### config.mk
export PLATFORM = sky130hd
export DESIGN_NAME = boot_overlay_ctrl
export DESIGN_NICKNAME = d
export VERILOG_FILES = /design/src/rtl/boot_overlay_pkg.sv /design/src/rtl/strap_capture.sv /design/src/rtl/fetch_decode.sv /design/src/rtl/boot_overlay_ctrl.sv
export SDC_FILE = /design/constraint.sdc
export NUM_CORES = 1
export LEC_CHECK = 0
export BUFFER_PORTS_ARGS = -buffer_cell sky130_fd_sc_hd__buf_2
export CAP_MARGIN = 25
export CELL_PAD_IN_SITES_DETAIL_PLACEMENT = 1
export CELL_PAD_IN_SITES_GLOBAL_PLACEMENT = 1
export CORE_ASPECT_RATIO = 1.2
export CORE_MARGIN = 2
export CORE_UTILIZATION = 25
export CTS_BUF_LIST = sky130_fd_sc_hd__clkbuf_4
export DETAILED_ROUTE_END_ITERATION = 6
export GPL_ROUTABILITY_DRIVEN = 0
export HOLD_SLACK_MARGIN = 0.12
export PLACE_DENSITY = 0.76
export SLEW_MARGIN = 0
export SYNTH_ARGS = -nofsm -noshare
export SYNTH_HDL_FRONTEND = slang
export SYNTH_HIERARCHICAL = 1
export SYNTH_SLANG_ARGS = --single-unit
### constraint.sdc
create_clock -name clk -period 3.1 [get_ports clk]
set_clock_uncertainty 0.05 [all_clocks]
set_input_delay 0.155 -clock clk [delete_from_list [all_inputs] [get_ports clk]]
set_output_delay 0.155 -clock clk [all_outputs]
set_load 0.03 [all_outputs]
### src/rtl/boot_overlay_pkg.sv
package boot_overlay_pkg;

    localparam int PC_W   = 16;
    localparam int STAT_W = 8;

    typedef enum logic [2:0] {
        TGT_NONE  = 3'b000,
        TGT_FLASH = 3'b001,
        TGT_BOOT  = 3'b010,
        TGT_EXT   = 3'b100
    } tgt_e;

    typedef struct packed {
        logic            valid;
        logic            ea;
        logic            bus16;
        logic            boot_en;
        logic [PC_W-1:0] pc;
        logic [PC_W-1:0] psw;
    } strap_s;

    typedef struct packed {
        tgt_e       tgt;
        logic [2:0] blk;
    } dec_s;

endpackage

### src/rtl/strap_capture.sv
module strap_capture
    import boot_overlay_pkg::*;
(
    input  logic              clk,
    input  logic              rst_n,
    input  logic              psen_n_pin,
    input  logic              ale_pin,
    input  logic              ea_pin,
    input  logic              busw_pin,
    input  logic [STAT_W-1:0] status_byte,
    input  logic [PC_W-1:0]   vec_pc,
    input  logic [PC_W-1:0]   vec_psw,
    input  logic              sw_we,
    input  logic              sw_wdata,
    output strap_s            strap
);

    strap_s st_d, st_q;
    logic   force_pins;
    logic   enter_boot;

    always_comb begin
        force_pins = !psen_n_pin && ale_pin && ea_pin;
        enter_boot = (status_byte != '0) || force_pins;
        st_d       = st_q;
        if (!st_q.valid) begin
            st_d.valid   = 1'b1;
            st_d.ea      = ea_pin;
            st_d.bus16   = busw_pin;
            st_d.boot_en = enter_boot;
            st_d.pc      = enter_boot ? vec_pc  : '0;
            st_d.psw     = enter_boot ? vec_psw : '0;
        end else if (sw_we) begin
            st_d.boot_en = sw_wdata;
        end
    end

    always_ff @(posedge clk or negedge rst_n) begin
        if (!rst_n) st_q <= '0;
        else        st_q <= st_d;
    end

    assign strap = st_q;

    AST_STRAP_HOLD: assert property (@(posedge clk) disable iff (!rst_n)
        (st_q.valid && $past(st_q.valid)) |-> ($stable(st_q.ea) && $stable(st_q.bus16)
                                              && $stable(st_q.pc) && $stable(st_q.psw)));
    AST_ZERO_START: assert property (@(posedge clk) disable iff (!rst_n)
        (!st_q.valid && status_byte == '0 && !(!psen_n_pin && ale_pin && ea_pin))
        |=> (st_q.pc == '0 && !st_q.boot_en));
    AST_STATUS_BOOT: assert property (@(posedge clk) disable iff (!rst_n)
        (!st_q.valid && status_byte != '0) |=> st_q.boot_en);
    AST_SW_WRITE: assert property (@(posedge clk) disable iff (!rst_n)
        (st_q.valid && sw_we) |=> (st_q.boot_en == $past(sw_wdata)));

endmodule

### src/rtl/fetch_decode.sv
module fetch_decode
    import boot_overlay_pkg::*;
#(
    parameter int          ADDR_W    = 20,
    parameter int          INT_W     = 16,
    parameter int          SMALL_W   = 13,
    parameter int          NUM_SMALL = 2,
    parameter int          LARGE_W   = 14,
    parameter int          BOOT_W    = 11
) (
    input  logic              clk,
    input  logic              rst_n,
    input  logic              valid,
    input  logic              ea,
    input  logic              boot_en,
    input  logic [ADDR_W-1:0] addr,
    output logic [2:0]        tgt_sel,
    output logic [2:0]        flash_blk
);

    localparam int SMALL_END = NUM_SMALL << SMALL_W;
    localparam logic [INT_W-BOOT_W-1:0] BOOT_TAG = '1;

    dec_s              dec_d, dec_q;
    logic              above_int;
    logic [INT_W-1:0]  low;
    logic [INT_W:0]    off;
    logic [INT_W:0]    idx;

    generate
        if (ADDR_W > INT_W) begin : g_upper
            assign above_int = |addr[ADDR_W-1:INT_W];
        end else begin : g_no_upper
            assign above_int = 1'b0;
        end
    endgenerate

    assign low = addr[INT_W-1:0];

    always_comb begin
        off   = '0;
        idx   = '0;
        dec_d = '{tgt: TGT_NONE, blk: 3'd0};
        if (valid) begin
            if (!ea || above_int) begin
                dec_d.tgt = TGT_EXT;
            end else if (boot_en && low[INT_W-1:BOOT_W] == BOOT_TAG) begin
                dec_d.tgt = TGT_BOOT;
            end else begin
                dec_d.tgt = TGT_FLASH;
                if ({1'b0, low} < (INT_W+1)'(SMALL_END)) begin
                    idx = {1'b0, low} >> SMALL_W;
                end else begin
                    off = {1'b0, low} - (INT_W+1)'(SMALL_END);
                    idx = (off >> LARGE_W) + (INT_W+1)'(NUM_SMALL);
                end
                dec_d.blk = idx[2:0];
            end
        end
    end

    always_ff @(posedge clk or negedge rst_n) begin
        if (!rst_n) dec_q <= '{tgt: TGT_NONE, blk: 3'd0};
        else        dec_q <= dec_d;
    end

    assign tgt_sel   = dec_q.tgt;
    assign flash_blk = dec_q.blk;

    AST_TGT_ONEHOT: assert property (@(posedge clk) disable iff (!rst_n)
        $onehot0(tgt_sel));
    AST_EXT_NO_EA: assert property (@(posedge clk) disable iff (!rst_n)
        (valid && !ea) |=> (tgt_sel == TGT_EXT && flash_blk == 3'd0));
    AST_BOOT_WINDOW: assert property (@(posedge clk) disable iff (!rst_n)
        (valid && ea && boot_en && !above_int && low[INT_W-1:BOOT_W] == BOOT_TAG)
        |=> (tgt_sel == TGT_BOOT));
    AST_BLK_RANGE: assert property (@(posedge clk) disable iff (!rst_n)
        (tgt_sel != TGT_FLASH) |-> (flash_blk == 3'd0));

endmodule

### src/rtl/boot_overlay_ctrl.sv
module boot_overlay_ctrl
    import boot_overlay_pkg::*;
#(
    parameter int ADDR_W = 20
) (
    input  logic              clk,
    input  logic              rst_n,
    input  logic              psen_n_pin,
    input  logic              ale_pin,
    input  logic              ea_pin,
    input  logic              busw_pin,
    input  logic [7:0]        status_byte,
    input  logic [15:0]       vec_pc,
    input  logic [15:0]       vec_psw,
    input  logic              sw_we,
    input  logic              sw_wdata,
    input  logic [ADDR_W-1:0] fetch_addr,
    output logic              straps_valid,
    output logic              ext_code_en,
    output logic              bus_16bit,
    output logic              boot_en,
    output logic [15:0]       start_pc,
    output logic [15:0]       start_psw,
    output logic [2:0]        tgt_sel,
    output logic [2:0]        flash_blk
);

    strap_s strap;

    strap_capture u_strap (
        .clk        (clk),
        .rst_n      (rst_n),
        .psen_n_pin (psen_n_pin),
        .ale_pin    (ale_pin),
        .ea_pin     (ea_pin),
        .busw_pin   (busw_pin),
        .status_byte(status_byte),
        .vec_pc     (vec_pc),
        .vec_psw    (vec_psw),
        .sw_we      (sw_we),
        .sw_wdata   (sw_wdata),
        .strap      (strap)
    );

    fetch_decode #(.ADDR_W(ADDR_W)) u_dec (
        .clk      (clk),
        .rst_n    (rst_n),
        .valid    (strap.valid),
        .ea       (strap.ea),
        .boot_en  (strap.boot_en),
        .addr     (fetch_addr),
        .tgt_sel  (tgt_sel),
        .flash_blk(flash_blk)
    );

    assign straps_valid = strap.valid;
    assign ext_code_en  = strap.ea;
    assign bus_16bit    = strap.bus16;
    assign boot_en      = strap.boot_en;
    assign start_pc     = strap.pc;
    assign start_psw    = strap.psw;

    AST_NOTGT_BEFORE_VALID: assert property (@(posedge clk) disable iff (!rst_n)
        (!straps_valid) |=> (tgt_sel == 3'b000));

endmodule

---- After elaboration in Yosys (flattened, before gate mapping) ----
Index checks and enable logic that the tools add are counted.
storage, ports and cells
  flip-flop bits (word level) ............. 42
  input port bits ......................... 68
  output and inout port bits .............. 42
  logic and storage cells ................. 32
cells by class
  add/sub/neg operators ................... 2
  $lt $le $gt $ge ......................... 1
  equal/unequal tests ..................... 2
  mux-type cells .......................... 10
  reduce and logical (&&, ||, !) cells .... 9
operators with widths
  cell                                                  number
  2-to-1 mux 16 bit                                     2
  subtractor 16 x 15 -> 17 bit, second input constant   1
  < comparator 16 x 15 -> 1 bit, second input constant  1
  2-to-1 mux 3 bit                                      4
  nonzero test 8 bit                                    1
  2-to-1 mux 6 bit                                      1
  == test 5 bit, second input constant                  1
  OR reduction 4 bit                                    1
  adder 3 x 2 -> 3 bit, second input constant           1
  logical AND 1 bit                                     3
  zero test 1 bit                                       2
  logical OR 1 bit                                      2
  2-to-1 mux 1 bit                                      2
  2-to-1 mux 2 bit                                      1
  != test 2 bit, second input constant                  1

---- Depth between registers and ports, before layout ----
  depth after elaboration ................. 6
  mapped depth ............................ 6

---- Hierarchy ----
Netlist, hierarchy kept.
modules (own cells, without submodules)
  module         instances  cells each  area each (sq um)  seq. area each (sq um)
  strap_capture  1          118         1487.7             900.9
  fetch_decode   1          24          282.8              150.1

---- Worst setup path before layout ----
OpenSTA, ideal clock, no wires.
  path kind ............................... register to register
  start point ............................. register u_strap.st_q (netlist bit u_strap/strap[35])
  end point ............................... register u_strap.st_q (netlist bit u_strap/strap[0])
  setup time .............................. 119 ps
  data arrival time ....................... 1295 ps
  setup slack ............................. 1636 ps
  stages on the path, launching flop included .. 7
  buffers on the path ..................... 3
  cells stage by stage .................... dfrtp_1 buf_6 nor4_2 and4_1 buf_4 buf_6 nor2_1
RTL lines
  item                    line                 source
  start, declared         strap_capture.sv:18  strap_s st_d, st_q;
  start signal, assigned  strap_capture.sv:40  else st_q <= st_d;

==> flow_metrics.env <==
export IMPL_worst_ir_drop_vdd_v=0.000147
export IMPL_ys_ff_latch=42
export IMPL_synth_net_count=212
export IMPL_fillers=806
export IMPL_critPathRequiredTime_ns=3.33
export IMPL_drt_iter0_markers=24
export IMPL_clk_latency_ns=0.33
export IMPL_multi_input_area_um2=644
export IMPL_place_ws_ns=1.52
export IMPL_overflow=0
export IMPL_rsz0062_at_grt="false"
export IMPL_vias=1616
export IMPL_pwr_density_cell_mw_per_mm2=423
export IMPL_antenna_found_initial=0
export IMPL_cpMaxStageDelayCell="dlygate4sd3_1"
export IMPL_cts_setup_buffers=0
export IMPL_worstPathCellList="dlygate4sd3_1, buf_2, nor4_4, dlygate4sd3_1, nand3_2, nor3_1, dlygate4sd3_1"
export IMPL_dieArea_mm2=0.00777
export IMPL_cts_max_level=2
export IMPL_die_w_um=80.8
export IMPL_grt_usage=0.138
export IMPL_seq_area_mm2=0.00105
export IMPL_wire_per_inst_um=13.7
export IMPL_crit_buf_inv=4
export IMPL_crit_path_end_kind="flop"
export IMPL_ys_warnings_count=6
export IMPL_clockBufferDepth=2
export IMPL_port_buffers=98
export IMPL_die_h_um=96.2
export IMPL_postRouteAntennaNets=0
export IMPL_drt_pre_antenna_iters=4
export IMPL_synthTopCellsByArea="dfrtp_1 (59%), mux2i_1 (19%), nor2_1 (7.4%)"
export IMPL_core_area_mm2=0.00685
export IMPL_outcome="completed"
export IMPL_cts_tree="built"
export IMPL_cts_buffers=5
export IMPL_syn_avg_cell_area_um2=12.5
export IMPL_period_needed_ns=2.32
export IMPL_grt_pass1_wl_um=8010
export IMPL_initial_core_util=0.258
export IMPL_area_growth_pct=59.4
export IMPL_synth_top_area_share=0.594
export IMPL_clkTransAtPathRegs_ns=0.11
export IMPL_io_pins=110
export IMPL_drc_errors=0
export IMPL_cts_root_buf="clkbuf_4"
export IMPL_cap_violations=0
export IMPL_setup_viol=0
export IMPL_maxSlewViolCount=0
export IMPL_setup_tns_ns=0
export IMPL_cp_common_cell="dlygate4sd3_1"
export IMPL_hold_worst_slack_ns=0.171
export IMPL_setup_ws_ns=0.785
export IMPL_relSlewSlack=0.402
export IMPL_cts_sinks=42
export IMPL_hold_viol=0
export IMPL_period_share=0.747
export IMPL_avgViaCountPerCell=4.32
export IMPL_rows=33
export IMPL_crit_path_start_kind="primary input"
export IMPL_grt_start_max_net_pins=43
export IMPL_netlist_area_mm2=0.00177
export IMPL_final_util=0.412
export IMPL_max_freq_ghz=0.432
export IMPL_yosys_area_top_type="dfrtp_1"
export IMPL_nets=356
export IMPL_path_class="primary input to flop"
export IMPL_worst_path_largest_cell_delay_ns=0.62
export IMPL_layout_drive_gt1_share=0.397
export IMPL_critPathTopFamily="buffers and inverters"
export IMPL_worst_pin_slew_ns=0.897
export IMPL_final_common_cell="buf_2"
export IMPL_cts_resized_gates=0
export IMPL_antenna_cells=0
export IMPL_grt_pass1_vias=1691
export IMPL_hold_path_class="primary input to flop"
export IMPL_crit_fanout=5
export IMPL_seq_area_frac_synth=0.594
export IMPL_ys_types=20
export IMPL_cp_arrival_ns=2.54
export IMPL_syn_inst=142
export IMPL_p_leak_nw=1.47
export IMPL_mostFrequentLayoutCells="buf_2 (98), dlygate4sd3_1 (45), dfrtp_1 (41)"
export IMPL_dp_hpwl_um=3380
export IMPL_drt_wl_total_um=5140
registers in the layout, indices dropped and copies added, names as in the netlist:
| name | count |
|---|---|
| u_strap/strap | 36 |
| u_dec/flash_blk | 3 |
| u_dec/tgt_sel | 3 |
report_power, final:
part | total (mW) | internal [mW] | switching, mW
Sequential | 0.624 | 0.595 | 0.0293
Clock | 0.252 | 0.0941 | 0.158
Combinational | 0.319 | 0.131 | 0.187
Total | 1.20 | 0.821 | 0.375
path summary, 6_finish.rpt:
kind | start | endpoint | slack (ns) | cells past startpoint
setup / recovery | fetch_addr[19] | u_dec/flash_blk[0] | 0.78 | 7
hold / removal | fetch_addr[15] | u_dec/tgt_sel[0] | 0.17 | 4
setup reg to reg | u_strap/strap[32] | u_dec/flash_blk[0] | 1.40 | 4
hold reg to reg | u_strap/strap[33] | u_strap/strap[33] | 0.48 | 1
max in group asynchronous | rst_n | u_strap/strap[35] | 1.96 | 2
min in group asynchronous | rst_n | u_strap/strap[0] | 0.43 | 2
layout make-up:
type,instances,share of cell area
clock buffer,6,0.0160
clock inverter,2,0.00310
inverter,2,0.00266
multi-input combinational,90,0.228
sequential,42,0.373
tap,87,0.0386
timing repair buffer,145,0.339
metal layers:
layer	up-vias	track usage	routed length (µm)
met1	789	0.128	1790
li1	758	-	-
met4	0	0.0508	106
met3	10	0.0319	244
met2	59	0.283	3000
met5	-	0	0
Yosys cell counts (all sizes together):
cell and n:
nor3b 2, conb 1, nand3b 1, inv 2, a21oi 2, dfrtp 42, nand2 3, and4 1
nor4 3, nand3 1, mux2i 33, nor3 3, buf 8, mux2 2, a21boi 1, nor2 35
ha 2
per-stage QoR:
step                area (µm²)  std cells  power, mW
floorplan                 1770        142      0.796
global placement          2320        321      0.901
detailed placement        2320        321      0.913
CTS                       2820        374       1.22
global route              2820        374       1.27
finish                    2820        374       1.20
worst register-to-register path, stage by stage, from the launching register on:
cell	delay (ns)
dfrtp_1	0.38
nand2_1	0.08
nor3_1	0.39
nor3_1	0.12
dlygate4sd3_1	0.58
timing repair:
action                                 4_1_cts  5_1_grt
endpoints found under the hold margin       83        0
setup endpoints to repair                    0        0
hold buffers                                45        0
cell families (layout without fill, tap and decap cells):
logic type,Yosys count,count (layout),synth area share
adder cells (fa/ha/maj),2,2,0.0141
multiplexers,35,35,0.199
buffers and inverters,10,155,0.0424
other,1,1,0.00212
AO/OA/AOI/OAI,3,3,0.00990
flip-flops,42,42,0.594
AND/OR/NAND/NOR,49,49,0.139
No activity file was read; power rests on OpenSTA's default activity.
